$ cat src/rtl/pwr_mode_ctl.sv
module pwr_mode_ctl #(
  parameter int NSRC = 4,
  parameter int PW   = 3
) (
  input  logic              clk,
  input  logic              por,
  input  logic              bor,
  input  logic              ext_rst,
  input  logic              save_req,
  input  logic              save_mode,
  input  logic [NSRC-1:0]   irq_en,
  input  logic [NSRC-1:0]   irq_pend,
  input  logic [NSRC*PW-1:0] irq_pri,
  input  logic [PW-1:0]     cpu_pri,
  input  logic              wdt_en,
  input  logic              wdt_to,
  input  logic              osc_stable,
  input  logic              clr_sleep,
  input  logic              clr_idle,
  input  logic              clr_wdto,
  output logic              cpu_clk_en,
  output logic              per_clk_en,
  output logic              osc_en,
  output logic              wake_isr,
  output logic              st_sleep,
  output logic              st_idle,
  output logic              st_wdto
);

  typedef enum logic [1:0] {S_RUN, S_SLP, S_IDL, S_SWAIT} pstate_t;

  pstate_t state, nxt;
  logic [NSRC-1:0] hit;
  logic irq_wake, wdt_wake, warm_rst;
  logic isr_pend, nxt_pend, nxt_isr;
  logic set_s, set_i, set_w;

  for (genvar i = 0; i < NSRC; i++) begin : g_src
    assign hit[i] = irq_en[i] & irq_pend[i] & (irq_pri[i*PW +: PW] > cpu_pri);
  end

  assign irq_wake = |hit;
  assign wdt_wake = wdt_en & wdt_to;
  assign warm_rst = bor | ext_rst;

  always_comb begin
    nxt      = state;
    nxt_pend = isr_pend;
    nxt_isr  = 1'b0;
    set_s    = 1'b0;
    set_i    = 1'b0;
    set_w    = 1'b0;
    case (state)
      S_RUN: if (!warm_rst && save_req) nxt = save_mode ? S_IDL : S_SLP;
      S_SLP: begin
        if (warm_rst) begin
          nxt = S_RUN; set_s = 1'b1; nxt_pend = 1'b0;
        end else if (wdt_wake) begin
          nxt = S_SWAIT; set_s = 1'b1; set_w = 1'b1; nxt_pend = 1'b0;
        end else if (irq_wake) begin
          nxt = S_SWAIT; set_s = 1'b1; nxt_pend = 1'b1;
        end
      end
      S_IDL: begin
        if (warm_rst) begin
          nxt = S_RUN; set_i = 1'b1;
        end else if (wdt_wake) begin
          nxt = S_RUN; set_i = 1'b1; set_w = 1'b1;
        end else if (irq_wake) begin
          nxt = S_RUN; set_i = 1'b1; nxt_isr = 1'b1;
        end
      end
      default: begin
        if (warm_rst) begin
          nxt = S_RUN; set_s = 1'b1; nxt_pend = 1'b0;
        end else if (osc_stable) begin
          nxt = S_RUN; nxt_isr = isr_pend; nxt_pend = 1'b0;
        end
      end
    endcase
  end

  always_ff @(posedge clk) begin
    if (por) begin
      state    <= S_RUN;
      isr_pend <= 1'b0;
      wake_isr <= 1'b0;
      st_sleep <= 1'b0;
      st_idle  <= 1'b0;
      st_wdto  <= 1'b0;
    end else begin
      state    <= nxt;
      isr_pend <= nxt_pend;
      wake_isr <= nxt_isr;
      st_sleep <= set_s | (st_sleep & ~clr_sleep);
      st_idle  <= set_i | (st_idle & ~clr_idle);
      st_wdto  <= set_w | (st_wdto & ~clr_wdto);
    end
  end

  assign cpu_clk_en = (state == S_RUN);
  assign per_clk_en = (state == S_RUN) || (state == S_IDL);
  assign osc_en     = (state != S_SLP);


  sleep_gate_chk: assert property (@(posedge clk) disable iff (por)
    (cpu_clk_en && save_req && !save_mode && !bor && !ext_rst) |=> (!cpu_clk_en && !per_clk_en && !osc_en));


  idle_osc_chk: assert property (@(posedge clk) disable iff (por)
    (!cpu_clk_en && per_clk_en) |-> osc_en);


  osc_wait_chk: assert property (@(posedge clk) disable iff (por)
    $rose(cpu_clk_en) |-> $past(per_clk_en || osc_stable || bor || ext_rst));


  isr_pulse_chk: assert property (@(posedge clk) disable iff (por)
    wake_isr |-> (cpu_clk_en && !$past(cpu_clk_en)));


  wdto_cause_chk: assert property (@(posedge clk) disable iff (por)
    $rose(st_wdto) |-> $past(wdt_en && wdt_to && !wake_isr));


  sleep_sticky_chk: assert property (@(posedge clk) disable iff (por)
    (st_sleep && !clr_sleep) |=> st_sleep);

endmodule

$ cat config.mk
export PLATFORM = sky130hd
export DESIGN_NAME = pwr_mode_ctl
export DESIGN_NICKNAME = d
export VERILOG_FILES = /design/src/rtl/pwr_mode_ctl.sv
export SDC_FILE = /design/constraint.sdc
export NUM_CORES = 1
export LEC_CHECK = 0
export ABC_CLOCK_PERIOD_IN_PS = 2350
export BUFFER_PORTS_ARGS = -buffer_cell sky130_fd_sc_hd__buf_2
export CORE_MARGIN = 10
export CORE_UTILIZATION = 43
export DETAILED_ROUTE_END_ITERATION = 12
export GPL_TIMING_DRIVEN = 0
export HOLD_SLACK_MARGIN = 0.15
export PLACE_DENSITY = 0.79
export SYNTH_ARGS = -nofsm -noshare
export SYNTH_HDL_FRONTEND = slang
export SYNTH_SLANG_ARGS = --single-unit
$ cat constraint.sdc
create_clock -name clk -period 2.35 [get_ports clk]
set_input_delay 0.3525 -clock clk [delete_from_list [all_inputs] [get_ports clk]]
set_output_delay 0.3525 -clock clk [all_outputs]
set_load 0.01 [all_outputs]
Word level (Yosys, flattened, before mapping)
Index checks and enable logic that the tools add are counted.
{ "op_classes": {"order_cmp": 4, "eq_ne": 6, "mux": 31, "n_bitwise": 20, "n_reduce_logical": 12} }
{ "op_table": {"columns": ["operator", "count"], "rows": [
  ["2-bit two-way mux", 10],
  ["1-bit two-way mux", 17],
  ["1-bit AND", 12],
  ["3-bit greater-than comparator", 4],
  ["4-bit != test, second input constant", 2],
  ["1-bit one-hot mux with 2 select lines", 3],
  ["2-bit one-hot mux with 3 select lines", 1],
  ["2-bit OR reduction", 3],
  ["5-bit nonzero test", 1],
  ["2-bit by 1-bit != test with 1-bit output, second input constant", 2],
  ["1-bit NOT", 4],
  ["1-bit OR", 4],
  ["4-bit AND reduction", 1],
  ["4-bit OR reduction", 1],
  ["3-bit AND reduction", 1],
  ["3-bit nonzero test", 1],
  ["2-bit by 1-bit equality test with 1-bit output, second input constant", 1],
  ["2-bit equality test, second input constant", 1],
  ["2-bit logical NOT", 1],
  ["1-bit logical AND", 1],
  ["1-bit logical NOT", 1],
  ["1-bit logical OR", 1]
]} }
{ "word_totals": {"regBits": 7, "word_cells": 79} }

Longest topological paths before layout
{ "depth": {"depth_word": 8, "mapped_depth": 7, "depth_no_buf": 7} }

Worst setup path before layout
No wires, ideal clock.
{ "synth_timing": {"path_kind": "input to register", "start": "in cpu_pri[1]", "end": "reg state[0]", "t_arrival_ns": 1.950, "required_ns": 2.227, "slack_ns": 0.277, "stages": 7, "n_path_buf": 0, "cell_sequence": "inv_1 -> ha_1 -> nor2b_4 -> o311ai_1 -> o22ai_1 -> o41a_1 -> mux2_1"} }
{ "synth_between": {"elab_chain_len": 5, "word_cells_on_any_way": 12} }
{ "synth_rtl": {"columns": ["item", "line_no", "rtl"], "rows": [
  ["start, declared", "14", "input logic [PW-1:0] cpu_pri,"],
  ["3-bit greater-than comparator", "39", "assign hit[i] = irq_en[i] & irq_pend[i] & (irq_pri[i*PW +: PW] > cpu_pri);"],
  ["1-bit AND", "39", null],
  ["4-bit OR reduction (*)", "42", "assign irq_wake = |hit;"],
  ["4-bit != test (no line)", null, null],
  ["4-bit AND reduction (no line) (*)", null, null],
  ["end signal, assigned", "92", "state <= nxt;"],
  ["end, declared", "32", "pstate_t state, nxt;"]
]} }
Mark *: on every way between the ends. The rest lies on a longest branch, timed or not.
A chain may end at the register's enable or synchronous reset.

Final worst setup path
{ "layout_timing": {"start": "in cpu_pri[1]", "end": "reg state[1]"} }
The elaborated chain is that of the path after synthesis.

==> out/qor.csv <==
stage;metric;value;unit
critical_path;CP Max Fanout;5;
sta;max-slew violations;0;
power;total power;505.5;uW
detailed_routing;met3 WL;107;um
synth;Yosys reg bits;7;
floorplanning;die width;61.30;um
clocking;Root Driver;clkbuf_4;
critical_path;CP Capture Type;flop;
power;fraction of power spent switching nets;0.3744;
critical_path;critical path class;in -> reg;
detailed_routing;M1 WL;833;um
critical_path;Worst setup SP type;primary input;
outcome;status;complete, no violations;
global_routing;first-pass GRT wire length;3381;um
power;net switching power;189.2;uW
finish;diode count;0;
clocking;CTS Sinks;7;
placement;DP Worst Slack;-10.21;ps
finish;share of cells above drive strength 1;0.3459;
detailed_routing;post-route ant nets;0;
synth;Avg Synthesized Cell Area;8.238;um^2
detailed_routing;Pre-Repair DR Iteration Count;4;
detailed_routing;DRC Markers;0;
finish;synthesis-to-layout area growth;33.62;%
floorplanning;die area;3757;um^2
floorplanning;site row count;14;
detailed_routing;total routed wirelength;2200;um
floorplanning;DIE HEIGHT;61.30;um
synth;Synth Instances;89;
finish;Finished Core Util;0.6284;
sta;setup ws final;251.2;ps
detailed_routing;routed vias/inst;5.396;
synth;post-synthesis instance area;733.2;um^2
clocking;postcts setup bufs;0;
clocking;CTS tree;done;
min_path;hold crit path type;in -> reg;
sta;minimum clock period;2099;ps
clocking;H-tree lvl count;1;
sta;clock skew;5.137;ps
placement;hpwl dp;1894;um
sta;Hold Vio Cnt, Final;0;
clocking;cts bufs inserted;3;
synth;post-synthesis sequential area ratio;0.1911;
detailed_routing;DR iter-0 viols;32;
global_routing;largest net degree at the start of global routing;10;
placement;GP Congestion;0.8017;
power;Clk pwr share;0.225;
clocking;CTS max path bufs;2;
clocking;post-CTS sizing;0;
min_path;Hold Path Depth;2;
power;Comb pwr share;0.486;
sta;final worst-path cycle share;0.8931;
global_routing;initial antenna violation count;0;
synth;Yosys cell types;27;
detailed_routing;WL per Instance;14.77;um
detailed_routing;top layer in use;met4;
sta;worst slew pin tran;485.7;ps
finish;fill cell count;140;
power;pwr dens;515.9;nW/um^2
synth;Syn Nets;140;
global_routing;total grt overflow;0;
finish;final net count;185;
finish;final std cells w/o fill;149;
clocking;CTS clk-pin slew, worst paths;60;ps
critical_path;arrival time worst endpoint;2240;ps
global_routing;number of global-route vias before repair;850;
sta;RSZ-0062 raised after global routing;no;
power;sequential cell fraction of total power;0.288;
run;Max Cap Violations;0;
floorplanning;core area;1559;um^2
floorplanning;initial core utilization;0.4703;
sta;hold slack;296.9;ps
clocking;later-pin clock latency in the skew report;260;ps
power;Int Power;316.2;uW
clocking;Post-CTS Hold Fix Bufs;0;
sta;fmax;476.5;MHz
global_routing;gr usage total;0.1162;
critical_path;critical path data required time;2490;ps
power;Peak VDD IR;0.4881;mV
synth;Yosys warnings;0;
power;leakage dissipation;0.4889;nW
detailed_routing;met2 wire len;1255;um
floorplanning;Ports;42;
placement;# placed instances;145;
placement;Port Buffers;40;
detailed_routing;via count;804;
sta;setup violators final;0;
sta;Slew headroom;0.6750;
critical_path;reg2reg path depth;7;
==> cell families after synthesis <==
family,synth area share
flops,0.1911
buf+inv,0.06143
simple gates,0.2014
mux,0.03071
fa+ha+maj,0.2730
compound gates,0.2423
==> synthesized netlist by cell type, drive strengths merged <==
library cell  count  area [um^2]
ha               16        200.2
inv              11        41.29
dfxtp             7        140.1
nand3             7        35.03
nor2              7        26.28
o21ai             7        35.03
nor2b             5        38.78
o311ai            5        51.31
a21oi             4        20.02
nand2b            3        18.77
mux2              2        22.52
nand2             2        7.510
o22ai             2        12.51
a2111oi           1        8.760
a221oi            1        8.760
a22oi             1        7.510
a31oi             1        6.260
and3b             1        8.760
clkbuf            1        3.750
nand4             1        6.260
o2111ai           1        8.760
o31ai             1        7.510
o41a              1        11.26
or2               1        6.260
==> per-stage QoR <==
stage	TNS (ps)	cell area, um^2
3_5_place_dp	-16.25	953.4
4_1_cts	0	979.7
3_3_place_gp	0	953.4
2_1_floorplan	0	733.2
6_report	0	979.7
5_1_grt	0	979.7
==> critical path: stages <==
cell      delay, ps
buf_2            90
inv_1           120
ha_1            260
nor2b_1         140
o311ai_1        250
o22ai_1         220
o41a_1          480
mux2_1          320
==> worst paths after layout <==
check              from        to  slack (ps)
max          cpu_pri[1]  state[1]         250
min             ext_rst  wake_isr         300
max reg2reg    state[1]  state[1]         550
min reg2reg     st_idle   st_idle         470
==> final cells by class <==
type / count / area [um^2] / area share
buffer: 1 / 3.754 / 0.003831
timing repair buffer: 40 / 200.2 / 0.2043
sequential: 7 / 140.1 / 0.1430
tap: 16 / 20.02 / 0.02043
multi-input combinational: 70 / 548.0 / 0.5594
inverter: 11 / 41.29 / 0.04215
clock buffer: 4 / 26.28 / 0.02682
==> registers in the layout, summed over array words and instances, names as in the netlist <==
name	flops
st_wdto	1
isr_pend	1
st_sleep	1
wake_isr	1
state	2
st_idle	1
==> power by group through the flow <==
stage	sequential, mW	clock (mW)	combinational (mW)
2_1_floorplan	0.149	0	0.158
3_3_place_gp	0.147	0	0.238
3_5_place_dp	0.148	0	0.245
4_1_cts	0.146	0.118	0.247
5_1_grt	0.147	0.124	0.277
6_report	0.146	0.114	0.246
==> per-layer routing <==
metal / global-route usage / vias to the layer above
met5: 0 / -
met4: 0.02280 / 0
met3: 0.04321 / 2
met2: 0.2352 / 16
met1: 0.1067 / 367
li1: - / 419
==> layout by cell type, fill, tap and decap left out, types with 2 or more instances in the layout <==
cell and instances:
a21oi_1 4, buf_2 40, clkbuf_1 2, clkbuf_4 3, dfxtp_1 7, ha_1 16, inv_1 11, mux2_1 2
nand2_1 2, nand2b_1 3, nand3_1 7, nor2_1 7, nor2b_1 4, o21ai_0 7, o22ai_1 2, o311ai_1 3
Power figures use the tool's default switching activity.
